[config.mk]
export PLATFORM = sky130hd
export DESIGN_NAME = acc_dump
export DESIGN_NICKNAME = d
export VERILOG_FILES = /design/src/rtl/acc_dump_pkg.sv /design/src/rtl/acc_in_reg.sv /design/src/rtl/acc_sum.sv /design/src/rtl/acc_dump_reg.sv /design/src/rtl/acc_dump.sv
export SDC_FILE = /design/constraint.sdc
export NUM_CORES = 1
export LEC_CHECK = 0
export ABC_CLOCK_PERIOD_IN_PS = 2700
export BUFFER_PORTS_ARGS = -buffer_cell sky130_fd_sc_hd__buf_4
export CORE_MARGIN = 2
export CORE_UTILIZATION = 40
export CTS_CLUSTER_DIAMETER = 120
export DETAILED_ROUTE_END_ITERATION = 8
export PLACE_DENSITY_LB_ADDON = 0.05
export SLEW_MARGIN = 20
export SYNTH_ARGS = -nofsm -noshare
export SYNTH_HDL_FRONTEND = slang
export SYNTH_HIERARCHICAL = 1
export SYNTH_SLANG_ARGS = --single-unit
[constraint.sdc]
create_clock -name clk_i -period 2.7 [get_ports clk_i]
set_input_delay 0.54 -clock clk_i [delete_from_list [all_inputs] [get_ports clk_i]]
set_output_delay 0.54 -clock clk_i [all_outputs]
set_load 0.1 [all_outputs]
[src/rtl/acc_dump_pkg.sv]
package acc_dump_pkg;
  localparam int unsigned OUT_W = 16;

  typedef enum logic {
    PH_DUMP = 1'b0,
    PH_ACC  = 1'b1
  } acc_phase_e;
endpackage

[src/rtl/acc_in_reg.sv]
module acc_in_reg #(
  parameter int unsigned PROD_W = 24
) (
  input  logic                     clk_i,
  input  logic                     rst_ni,
  input  logic signed [PROD_W-1:0] prod_i,
  input  logic                     acc_i,
  output logic signed [PROD_W-1:0] prod_q_o,
  output acc_dump_pkg::acc_phase_e phase_q_o
);
  import acc_dump_pkg::*;

  always_ff @(posedge clk_i or negedge rst_ni) begin
    if (!rst_ni) begin
      prod_q_o  <= '0;
      phase_q_o <= PH_DUMP;
    end else begin
      prod_q_o  <= prod_i;
      phase_q_o <= acc_i ? PH_ACC : PH_DUMP;
    end
  end
endmodule

[src/rtl/acc_sum.sv]
module acc_sum #(
  parameter int unsigned PROD_W = 24,
  parameter int unsigned SUM_W  = 32
) (
  input  logic                     clk_i,
  input  logic                     rst_ni,
  input  logic signed [PROD_W-1:0] prod_q_i,
  input  acc_dump_pkg::acc_phase_e phase_q_i,
  output logic signed [SUM_W-1:0]  sum_q_o
);
  import acc_dump_pkg::*;

  localparam int unsigned EXT_W = SUM_W - PROD_W;

  logic signed [SUM_W-1:0] prod_ext;
  logic signed [SUM_W-1:0] sum_d;

  assign prod_ext = {{EXT_W{prod_q_i[PROD_W-1]}}, prod_q_i};

  always_comb begin
    unique case (phase_q_i)
      PH_ACC:  sum_d = sum_q_o + prod_ext;
      default: sum_d = prod_ext;  // restart the window
    endcase
  end

  always_ff @(posedge clk_i or negedge rst_ni) begin
    if (!rst_ni) sum_q_o <= '0;
    else         sum_q_o <= sum_d;
  end
endmodule

[src/rtl/acc_dump_reg.sv]
module acc_dump_reg #(
  parameter int unsigned SUM_W   = 32,
  parameter int unsigned OUT_LSB = 16
) (
  input  logic                                   clk_i,
  input  logic                                   rst_ni,
  input  logic signed [SUM_W-1:0]                sum_q_i,
  input  acc_dump_pkg::acc_phase_e               phase_q_i,
  output logic        [acc_dump_pkg::OUT_W-1:0]  out_q_o
);
  import acc_dump_pkg::*;

  logic [OUT_W-1:0] slice;

  generate
    if (OUT_LSB + OUT_W <= SUM_W) begin : g_fit
      assign slice = sum_q_i[OUT_LSB +: OUT_W];
    end else begin : g_clip
      // parameter points past the top: keep the upper bits that exist
      assign slice = sum_q_i[SUM_W-1 -: OUT_W];
    end
  endgenerate

  always_ff @(posedge clk_i or negedge rst_ni) begin
    if (!rst_ni)                 out_q_o <= '0;
    else if (phase_q_i == PH_DUMP) out_q_o <= slice;
  end
endmodule

[src/rtl/acc_dump.sv]
module acc_dump #(
  parameter int unsigned PROD_W  = 24,
  parameter int unsigned MAX_RUN = 256,
  parameter int unsigned OUT_LSB = PROD_W + $clog2(MAX_RUN) - 16
) (
  input  logic                     clk_i,
  input  logic                     rst_ni,
  input  logic signed [PROD_W-1:0] prod_i,
  input  logic                     acc_i,
  output logic [15:0]              sum_o
);
  import acc_dump_pkg::*;

  localparam int unsigned GUARD_W = $clog2(MAX_RUN);
  localparam int unsigned SUM_W   = PROD_W + GUARD_W;

  logic signed [PROD_W-1:0] prod_q;
  acc_phase_e               phase_q;
  logic signed [SUM_W-1:0]  sum_q;
  logic [OUT_W-1:0]         out_q;

  acc_in_reg #(.PROD_W(PROD_W)) u_in (
    .clk_i     (clk_i),
    .rst_ni    (rst_ni),
    .prod_i    (prod_i),
    .acc_i     (acc_i),
    .prod_q_o  (prod_q),
    .phase_q_o (phase_q)
  );

  acc_sum #(.PROD_W(PROD_W), .SUM_W(SUM_W)) u_sum (
    .clk_i     (clk_i),
    .rst_ni    (rst_ni),
    .prod_q_i  (prod_q),
    .phase_q_i (phase_q),
    .sum_q_o   (sum_q)
  );

  acc_dump_reg #(.SUM_W(SUM_W), .OUT_LSB(OUT_LSB)) u_dump (
    .clk_i     (clk_i),
    .rst_ni    (rst_ni),
    .sum_q_i   (sum_q),
    .phase_q_i (phase_q),
    .out_q_o   (out_q)
  );

  assign sum_o = out_q;
endmodule

# Word level (Yosys, flattened, before mapping)
# Cells that the tools add are included.
# classes
mux,2
add_sub_neg,1
# op_table
op,count
adder 32 x 24 -> 32 bit,1
two-way mux 32 bit,1
two-way mux 1 bit,1
# word_totals
register_bits,73
wordCells,7
output_inout_bits,16

# Logic depth before layout (Yosys ltp)
# Gate-level depths: netlist of run 1.
# depth
ltp_word,2
ltp_mapped,11

# Hierarchy
# Netlist of run 1, hierarchy kept.
# by_module_without_submodules
module,n_inst,area_each_um2,cells_per_inst
acc_sum,1,2681.3,284
acc_dump_reg,1,649.4,34
acc_in_reg,1,625.6,25

# Worst setup path before layout of run 1
# OpenSTA, ideal clock, no wires.
# synth_timing
path_type,flip-flop to flip-flop
start,register u_in.prod_q_o[0]
end,register u_sum.sum_q_o[20]
slack_ns,0.105
stages_incl_launch_ff,11
t_arrival_ns,2.470
path_cell_list,dfrtp_1 -> ha_1 -> fa_1 -> a21o_1 -> a21o_1 -> a31oi_1 -> a21oi_1 -> or3_1 -> a21oi_2 -> xnor2_1 -> mux2_4
# synth_via
elab_chain_len,2
# synth_lines
element,line_no,rtl
from (decl),acc_in_reg.sv:8,"output logic signed [PROD_W-1:0] prod_q_o,"
from (signal assigned),acc_in_reg.sv:18,prod_q_o <= prod_i;
adder 32 x 24 -> 32 bit,acc_sum.sv:22,PH_ACC: sum_d = sum_q_o + prod_ext;
two-way mux 32 bit,acc_sum.sv:21,unique case (phase_q_i)
via u_sum.sum_d[20],acc_sum.sv:16,logic signed [SUM_W-1:0] sum_d;
to (signal assigned),acc_sum.sv:29,else sum_q_o <= sum_d;
to (decl),acc_sum.sv:9,output logic signed [SUM_W-1:0] sum_q_o
# The timed path passes the listed nets, and every way through them passes these cells.
# A chain may end at the register's enable or synchronous reset.

# Worst setup path in the final report of run 1
# layout_timing
start,register u_in.prod_q_o[0]
end,register u_sum.sum_q_o[26]
# The elaborated chain is that of the path after synthesis.

==> metrics.txt, run 1 <==
Worst Path Required=2930 ps; diode count=0; Port Buffers=42; initial core utilization=about two fifths; first-pass GRT wire length=13,400 um; met2 WL=3810 um; Final Non-Filler Cells=570; RSZ-0062 raised after global routing=true; maximum vdd drop=0.568 mV; Via-to-Cell Ratio=5.04; endpoints failing setup=0; CTS root buf=clkbuf_8; min Tclk post-route=2580 ps; Post-Syn Instances=343; Post-synth EDFFs=0; largest net degree at the start of global routing=31; Util after Layout=between 50% and 60%; ys async rst share=100%; worst path bufs/invs=0; CP max FO=3; post-synthesis adder-cell area fraction=10.3%; delay-heaviest family, CP=compound AO/OA/AOI/OAI gates; Synth warnings=6; 1st-pass router iterations=4; Slew @ Worst Pin=~520 ps; Final period util=95.6%; most frequent cells in the layout=buf_4 (82), dfrtp_1 (72), a21oi_1 (27); syn_area_per_cell=11.5 um2; Post-Route M1 WL=3750 um; Fin. Hold Viols=0; drt drc=0; crit-path cells=ha_2 > fa_2 > a21o_1 > a21o_1 > a31oi_4 > a21oi_4 > o31ai_4 > nand2_2 > a31oi_2 > xnor2_1 > a21o_1; post-synthesis sequential area ratio=a little under half; gp weighted congestion=a little over 0.9; pins over their slew limit=0; routed len/inst=roughly 14 um; critical path data arrival time=2810 ps; hold crit path type=input port to asynchronous set/reset pin; CP max-delay cell=dfrtp_1; CP dominant cell by count=a21o_1; Synth Cell Area=0.00396 mm2; Synth Area in Compound Gates=16.0%; Die H=between 100 and 150 um; simple-gate share of the synthesized area=7.75%; total gr overflow=0; CTS Buffer Depth=2; register bit total from synthesis=73; via count=approximately 2,900; Leak Pwr=0.00236 uW; clock skew=around 11 ps; vias in the first global route=2,860; metal3 WL=287 um; DRT iter0 DRCs=approximately 70; register-to-register setup slack=120 ps; die area=0.0107 mm2; CP Depth=11; Critical Path Max Stage Delay=390 ps; dpl cells=546; Synth cell types=48; latest clock arrival within the worst-skew pair=340 ps; H-tree Lvls=3; GR Util All Layers=16.3%; TritonCTS Buffers=9; Synth Area in XOR/XNOR=5.76%; CORE AREA=0.00968 mm2; hold_buf cts=0; antenna violation net count after detailed routing=0; Nets=491; CTS tree=yes; crit end category=flop; status=completed; multiplexer area fraction after synthesis=12.1%; FMAX=0.387 GHz; DP HPWL=just under 6000 um; PwrDens=1300 mW/mm2; CP Launch Type=flop; crit path kind=flop to flop; Syn-to-layout area delta=28.5%; detailed-route wire length=approximately 7900 um; CTS sink cnt=73; layout cells sized above 1=38.4%; Worst R2R End=u_sum/sum_q_o[26]$_DFF_PN0_; headroom to the max-slew limit=around 65%; max-cap viol count=0; r2r worst-path depth=11; chip width=103 um; top_reg_cell synth=dfrtp_1; # IOs=43; Mapped Nets=402; clock-pin slew on the worst setup and hold paths=70 ps; most common cell after layout, fill and taps aside=buf_4; floorplan row count=36; max layer used=met4; largest family of logic cells by synthesized area=compound AO/OA/AOI/OAI gates; initial antenna violation count=0; r2r startpoint=u_in/prod_q_o[0]$_DFF_PN0_
[area by class of cell]
class	count	area [um2]
inverter	8	30.0
clock buffer	10	128
tap	133	166
clock inverter	6	82.6
sequential	73	1830
timing repair buffer	84	656
multi-input combinational	256	2190
fill	884	4600
[logic make-up after synthesis]
group                      after synthesis
AOI/OAI and AO/OA                       96
xor gates and xnor gates                26
adders and majority gates               32
buffers and inverters                   14
DFF                                     73
muxes                                   39
and+or+nand+nor                         63
[power by group]
part	internal, uW	switching [uW]	total (uW)
sequential	1460	204	1660
clock	516	404	919
combinational	1680	2320	4000
[repair_timing]
| item | 4_1_cts | 5_1_grt |
|---|---|---|
| pin swaps | 19 | 15 |
| endpoints found under the setup margin | 12 | 14 |
| buffers inserted | 7 | 2 |
| resized for setup | 16 | 13 |
[Yosys cell counts (2+ instances only)]
library cell / n / area (um2)
ha_1: 31 / 388
or3_1: 2 / 12.5
mux2_4: 11 / 165
a311oi_1: 2 / 17.5
clkbuf_1: 3 / 11.3
nor2b_1: 6 / 37.5
a21oi_2: 2 / 17.5
mux2i_1: 2 / 20.0
o21a_1: 3 / 22.5
nand4_1: 5 / 31.3
a21o_1: 19 / 143
o21bai_1: 5 / 37.5
mux2_2: 26 / 293
xor2_1: 12 / 105
nand2_1: 20 / 75.1
inv_1: 8 / 30.0
a21oi_1: 33 / 165
a31oi_1: 4 / 25.0
nand3_1: 8 / 40.0
xnor2_1: 14 / 123
o22ai_1: 2 / 12.5
o21ai_0: 11 / 55.1
nor2_1: 14 / 52.6
dfrtp_1: 73 / 1830
and3_1: 3 / 18.8
o211ai_1: 2 / 15.0
[state kept, by name, summed over array words and instances, names as in the netlist]
signal,count
u_sum/sum_q_o,32
u_in/phase_q_o,1
u_in/prod_q_o,24
u_dump/out_q_o,16
[stage by stage]
stage,setup TNS [ps],worst slack (ps),total power (uW),hold WS [ps],cell area (um2)
floorplan,0,105,4500,244,3960
global placement,-1110,-141,5460,492,4670
detailed placement,-1390,-189,5470,496,4670
CTS,0,0.670,6570,119,5030
global route,-9.16,-9.16,7060,130,5080
finish,0,118,6580,120,5080
[metal layers]
layer	global-route usage (%)	vias up
met3	4.10	5
met1	21.2	1396
li1	-	1427
met5	0	-
met4	4.25	0
met2	27.2	45
[worst max path at each step]
| stage | from | end |
|---|---|---|
| global route | u_in/prod_q_o[0]$_DFF_PN0_ | u_sum/sum_q_o[26]$_DFF_PN0_ |
| detailed placement | u_in/prod_q_o[0]$_DFF_PN0_ | u_sum/sum_q_o[26]$_DFF_PN0_ |
| floorplan | u_in/prod_q_o[0]$_DFF_PN0_ | u_sum/sum_q_o[20]$_DFF_PN0_ |
| CTS | u_sum/sum_q_o[1]$_DFF_PN0_ | u_sum/sum_q_o[25]$_DFF_PN0_ |
| global placement | u_in/prod_q_o[0]$_DFF_PN0_ | u_sum/sum_q_o[26]$_DFF_PN0_ |
| finish | u_in/prod_q_o[0]$_DFF_PN0_ | u_sum/sum_q_o[26]$_DFF_PN0_ |
(Power assumes the default switching activity.)
==> inputs of run 2 (changes only) <==
--- a/config.mk
+++ b/config.mk
@@ -11,7 +11,8 @@
 export CORE_UTILIZATION = 40
 export CTS_CLUSTER_DIAMETER = 120
 export DETAILED_ROUTE_END_ITERATION = 8
-export PLACE_DENSITY_LB_ADDON = 0.05
+export PLACE_DENSITY = 0.58
+export SETUP_SLACK_MARGIN = 0.4
 export SLEW_MARGIN = 20
 export SYNTH_ARGS = -nofsm -noshare
 export SYNTH_HDL_FRONTEND = slang
==> run 2 against run 1 <==
  * Combinational power grew 1%
  * Sequential power is essentially flat
  * Die area is the same
  * Fmax shrank 0.68%
  * Global-route usage shrank 0.52 points
  * Register-to-register slack lost 20 ps
  * Sequential share of layout area shrank 0.20 points
  * Core utilization grew 0.32 points
  * Worst setup slack lost 18 ps
  * Flip-flop and latch count is the same
  * Largest cell class unchanged
==> metrics.txt, run 2 (synthesis results as in run 1) <==
sequential cell area=0.00183 mm2 (about the same); fillers=861 (-2.6%); maximum vdd drop=0.565 mV (-0.54%); Leak Pwr=0.00234 uW (-0.81%); setup ws final=100 ps (-17.7 ps); GR Util All Layers=15.8% (-0.52 points); total gr overflow=0 (unchanged); antenna violation net count after detailed routing=0 (unchanged); vias in the first global route=2,815 (-1.6%); TritonCTS Buffers=9 (unchanged); drt drc=0 (unchanged); # IOs=43 (unchanged); 1st-pass router iterations=4 (unchanged); worst path bufs/invs=0 (unchanged); register name with the most flops=u_sum/sum_q_o; Power Total=6730 uW (+2.2%); CTS sink cnt=73 (unchanged); detailed-route wire length=7860 um (-0.95%); Die H=103 um (unchanged); initial core utilization=40.9% (unchanged); endpoints failing setup=0 (unchanged); Via-to-Cell Ratio=5.05 (+0.23%); largest net degree at the start of global routing=49 (+58%); first-pass GRT wire length=13,000 um (-3.0%); CP dominant cell by count=a21o_1; Slew @ Worst Pin=622 ps (+99.1 ps); PwrDens=1320 mW/mm2 (+1.6%); CP max-delay cell=dfrtp_1; pre-CTS setup slack=58.1 ps (+247 ps); CORE AREA=0.00968 mm2 (unchanged); most common cell after layout, fill and taps aside=dfrtp_1; latest clock arrival within the worst-skew pair=350 ps (about the same); min Tclk post-route=2600 ps (+17.7 ps); initial antenna violation count=0 (unchanged); Fin. Hold Viols=0 (unchanged); clock-pin slew on the worst setup and hold paths=80 ps (about the same); DP HPWL=5590 um (-4.7%); CP Launch Type=flop; chip width=103 um (unchanged); design area=0.00511 mm2 (+0.62%); gp weighted congestion=0.848 (-6.9%); Cell Area, Placed=0.00458 mm2 (-2.0%); CTS tree=yes; diode count=0 (unchanged); RSZ-0062 raised after global routing=true; H-tree Lvls=3 (unchanged); Final period util=96.3% (+0.65 points); DRT iter0 DRCs=41 (-43%); most frequent cells in the layout=dfrtp_1 (71), buf_4 (70), mux2_2 (25), a21oi_1 (25), ha_1 (25); Critical Path Max Stage Delay=380 ps (about the same); die area=0.0107 mm2 (unchanged); Syn-to-layout area delta=29.3%; delay-heaviest family, CP=compound AO/OA/AOI/OAI gates; floorplan row count=36 (unchanged); FMAX=0.385 GHz (-0.68%); status=completed; routed len/inst=14.0 um (+0.82%); max-cap viol count=0 (unchanged); CTS root buf=clkbuf_8; crit end category=flop; critical path data arrival time=2830 ps (+20 ps); clock skew=7.67 ps (-3.27 ps); Largest regs=u_sum/sum_q_o x32, u_in/prod_q_o x24, u_dump/out_q_o x16; via count=2,829 (-1.5%); Worst Path Required=2930 ps (about the same); hold crit path type=input port to asynchronous set/reset pin; Nets=482 (-1.8%); layout cells sized above 1=39.1% (+0.67 points); CTS Buffer Depth=2 (unchanged); area taken by multi-input logic gates=0.00226 mm2 (+2.9%); pins over their slew limit=0 (unchanged); headroom to the max-slew limit=58.5% (-6.5 points); crit path kind=flop to flop; max reg flops=32 (unchanged); Port Buffers=42 (unchanged); CP max FO=3 (unchanged); crit-path cells=ha_2 > fa_2 > a21o_1 > a21o_1 > a31oi_4 > a21oi_4 > o31ai_4 > a21boi_2 > o21ai_2 > mux2i_1 > a21oi_1
[run 2: cell types whose count changed in the layout (fill, tap and decap cells not counted), sizes merged]
cell and delta:
buf -9, clkinv -3, bufinv +1, clkinvlp +1
[run 2: layout make-up]
class	count	area share (%)
flip-flops and latches	73	35.8
multi-input cells	256	44.1
repair buffers	75	11.7
well taps	133	3.25
clock buffers	10	2.50
clock inverters	5	2.05
inverters	8	0.587
[run 2: per-layer routing]
layer / vias up / global-route usage (%) / wire length, um
li1: 1414 / - / -
met1: 1353 / 20.4 / 3640
met2: 49 / 25.7 / 3800
met3: 13 / 3.16 / 239
met4: 0 / 6.98 / 176
met5: - / 0 / 0
[run 2: report_power, final]
part	switching (uW)	internal, uW	leakage, uW	total [uW]
clock	410	609	0.000109	1020
combinational	2360	1680	0.00138	4040
sequential	212	1460	0.000850	1670
total	2980	3750	0.00234	6730
[run 2: worst paths after layout]
check	from	endpoint	slack (ps)	depth (start not counted)
worst max register to register	u_in/prod_q_o[0]$_DFF_PN0_	u_sum/sum_q_o[28]$_DFF_PN0_	100	11
max in group asynchronous	rst_ni	u_in/prod_q_o[22]$_DFF_PN0_	1970	2
worst max-delay path	u_in/prod_q_o[0]$_DFF_PN0_	u_sum/sum_q_o[28]$_DFF_PN0_	100	11
worst min-delay path	rst_ni	u_sum/sum_q_o[27]$_DFF_PN0_	190	1
worst min register to register	u_dump/out_q_o[13]$_DFFE_PN0N_	u_dump/out_q_o[13]$_DFFE_PN0N_	510	1
min in group clk_i	prod_i[19]	u_in/prod_q_o[19]$_DFF_PN0_	290	1
[run 2: repair_timing]
action,in CTS,in global routing
gates cloned,0,0
pin swaps,17,11
endpoints found under the setup margin,19,24
setup buffers,13,3
gates resized for setup,20,18
hold buffers,0,0
[run 2: metrics by stage]
stage	hold slack, ps	util, %	TNS, ps	std cells
global route	235	52.8	-38.8	560
global placement	495	47.3	0	529
floorplan	244	-	0	343
CTS	225	51.8	0	557
finish	193	52.8	0	560
detailed placement	497	47.3	0	529
==> inputs of run 3 (changes only) <==
--- a/config.mk
+++ b/config.mk
@@ -7,11 +7,13 @@
 export LEC_CHECK = 0
 export ABC_CLOCK_PERIOD_IN_PS = 2700
 export BUFFER_PORTS_ARGS = -buffer_cell sky130_fd_sc_hd__buf_4
+export CELL_PAD_IN_SITES_DETAIL_PLACEMENT = 0
+export CELL_PAD_IN_SITES_GLOBAL_PLACEMENT = 1
 export CORE_MARGIN = 2
 export CORE_UTILIZATION = 40
 export CTS_CLUSTER_DIAMETER = 120
 export DETAILED_ROUTE_END_ITERATION = 8
-export PLACE_DENSITY = 0.58
+export PLACE_DENSITY = 0.7
 export SETUP_SLACK_MARGIN = 0.4
 export SLEW_MARGIN = 20
 export SYNTH_ARGS = -nofsm -noshare
==> run 3 against run 2 <==
  * Routed wire length grew 1.8%
  * First-iteration DRC count grew to 2.6 times the previous value
  * Worst setup slack lost 48 ps
  * Clock skew increased by 6.0 ps
==> metrics.txt, run 3 (synthesis results as in run 1) <==
Seq pwr share=25.3% (+0.4 points); CORE AREA=0.00968 mm2 (unchanged); headroom to the max-slew limit=50.3% (-8.2 points); GR Util All Layers=16.1% (+0.34 points); setup ws final=52.2 ps (-47.8 ps); critical path data arrival time=2880 ps (+50 ps); sequential cell area=0.00183 mm2 (about the same); chip width=103 um (unchanged); pre-CTS setup slack=61.6 ps (+3.50 ps); Util after Layout=52.2% (-0.65 points); diode count=0 (unchanged); 1st-pass router iterations=4 (unchanged); most frequent cells in the layout=dfrtp_1 (72), buf_4 (67), ha_1 (27); hold_buf cts=0 (unchanged); latest clock arrival within the worst-skew pair=360 ps (about the same); CTS Buffer Depth=2 (unchanged); RSZ-0062 raised after global routing=true; dpl cells=526 (-0.57%); Slew @ Worst Pin=745 ps (+123 ps); CP Launch Type=flop; Final Non-Filler Cells=557 (-0.54%); maximum vdd drop=0.535 mV (-5.3%); CTS root buf=clkbuf_8; DRT iter0 DRCs=107 (+160%); clock skew=13.7 ps (+6.01 ps); most common cell after layout, fill and taps aside=dfrtp_1; Nets=478 (-0.83%); Comb pwr share=61.8% (+1.8 points); met1 GRT Util=19.9% (-0.46 points); CTS sink cnt=73 (unchanged); met2 Track Usage GR=26.7% (+1.0 points); register-to-register setup slack=50 ps (-50 ps); crit end category=flop; P_sw=3020 uW (+1.2%); DP HPWL=5610 um (+0.36%); crit path kind=flop to flop; Worst Path Required=2940 ps (about the same); routed len/inst=14.4 um (+2.4%); Int Pwr=3580 uW (-4.4%); floorplan row count=36 (unchanged); endpoints failing setup=0 (unchanged); Via-to-Cell Ratio=5.16 (+2.2%); drt drc=0 (unchanged); PwrDens=1310 mW/mm2 (-0.75%); CTS tree=yes; Largest regs=u_sum/sum_q_o x32, u_in/prod_q_o x24, u_dump/out_q_o x16; initial antenna violation count=0 (unchanged); min Tclk post-route=2650 ps (+47.8 ps); Syn-to-layout area delta=27.7%; Port Buffers=42 (unchanged); Fin. Hold Viols=0 (unchanged); Clk pwr share=13.0% (-2.1 points); r2r worst-path depth=11 (unchanged); first-pass GRT wire length=13,000 um (unchanged); register name with the most flops=u_sum/sum_q_o; status=completed; Final period util=98.1% (+1.8 points); total gr overflow=0 (unchanged); detailed-route wire length=8000 um (+1.8%); die area=0.0107 mm2 (unchanged); Die H=103 um (unchanged); fillers=857 (-0.46%); antenna violation net count after detailed routing=0 (unchanged); largest net degree at the start of global routing=38 (-22%); via count=2,876 (+1.7%); FMAX=0.378 GHz (-1.8%); sw frac=45.7% (+1.4 points); TritonCTS Buffers=9 (unchanged); H-tree Lvls=3 (unchanged); area taken by multi-input logic gates=0.00228 mm2 (+0.83%); gp weighted congestion=0.865 (+2.0%); Leak Pwr=0.00232 uW (-1.0%); GRT Max-Usage Layer=met2; max-cap viol count=0 (unchanged); GR Layer Usage met3=4.44% (+1.3 points); # IOs=43 (unchanged); CP max FO=3 (unchanged); layout cells sized above 1=38.2% (-0.90 points); pins over their slew limit=0 (unchanged); max reg flops=32 (unchanged); clock-pin slew on the worst setup and hold paths=80 ps (about the same); hold crit path type=input port to asynchronous set/reset pin; initial core utilization=40.9% (unchanged); vias in the first global route=2,802 (-0.46%)
[run 3: power by group through the flow]
stage	clock network (uW)	registers, uW	logic (uW)
floorplan	0	2510	2030
finish	855	1670	4070
detailed placement	0	1690	3610
global placement	0	1680	3610
CTS	890	1680	3880
global route	940	1720	4390
[run 3: metal layers]
| metal | part of all wire [%] | wire length, um |
|---|---|---|
| met4 | 1.7 | 136 |
| met5 | 0 | 0 |
| met3 | 3.8 | 301 |
| met1 | 45 | 3600 |
| met2 | 50 | 3970 |
[run 3: critical path: stages (launching register included)]
cell and delay [ps]:
dfrtp_1 390, ha_2 210, fa_2 340, a21o_1 190, a21o_1 200, a31oi_4 190, a21oi_4 100, o31ai_4 290
nand2_2 160, nor2_1 130, nor2_1 60, mux2_4 250
[run 3: final cells by class]
class                   count  area share (%)
multi-input cells         256            45.0
flip-flops and latches     73            36.2
repair buffers             71            11.0
well taps                 133            3.29
clock buffers              10            2.72
clock inverters             6            1.14
inverters                   8           0.594
[run 3: final timing paths]
check	from	endpoint
hold / removal	rst_ni	u_sum/sum_q_o[26]$_DFF_PN0_
setup reg to reg	u_in/prod_q_o[0]$_DFF_PN0_	u_sum/sum_q_o[22]$_DFF_PN0_
setup / recovery	u_in/prod_q_o[0]$_DFF_PN0_	u_sum/sum_q_o[22]$_DFF_PN0_
min in group clk_i	prod_i[2]	u_in/prod_q_o[2]$_DFF_PN0_
hold reg to reg	u_dump/out_q_o[2]$_DFFE_PN0N_	u_dump/out_q_o[2]$_DFFE_PN0N_
max in group asynchronous	rst_ni	u_in/phase_q_o$_DFF_PN0_
[run 3: what timing repair did]
| item | CTS | global route |
|---|---|---|
| endpoints found under the hold margin | 0 | 0 |
| cloned | 0 | 0 |
| setup buffers | 8 | 7 |
| gates resized for setup | 23 | 16 |
| endpoints found under the setup margin | 19 | 23 |
| pin swaps | 15 | 16 |
[run 3: through the flow]
stage          instance area [um2]  hold slack, ps  setup TNS [ps]  total power, uW
2_1_floorplan                 3990             244               0             4540
3_3_place_gp                  4550             490               0             5290
3_5_place_dp                  4550             495               0             5300
4_1_cts                       4920             142               0             6440
5_1_grt                       5050             155           -55.6             7050
6_report                      5050             126               0             6600
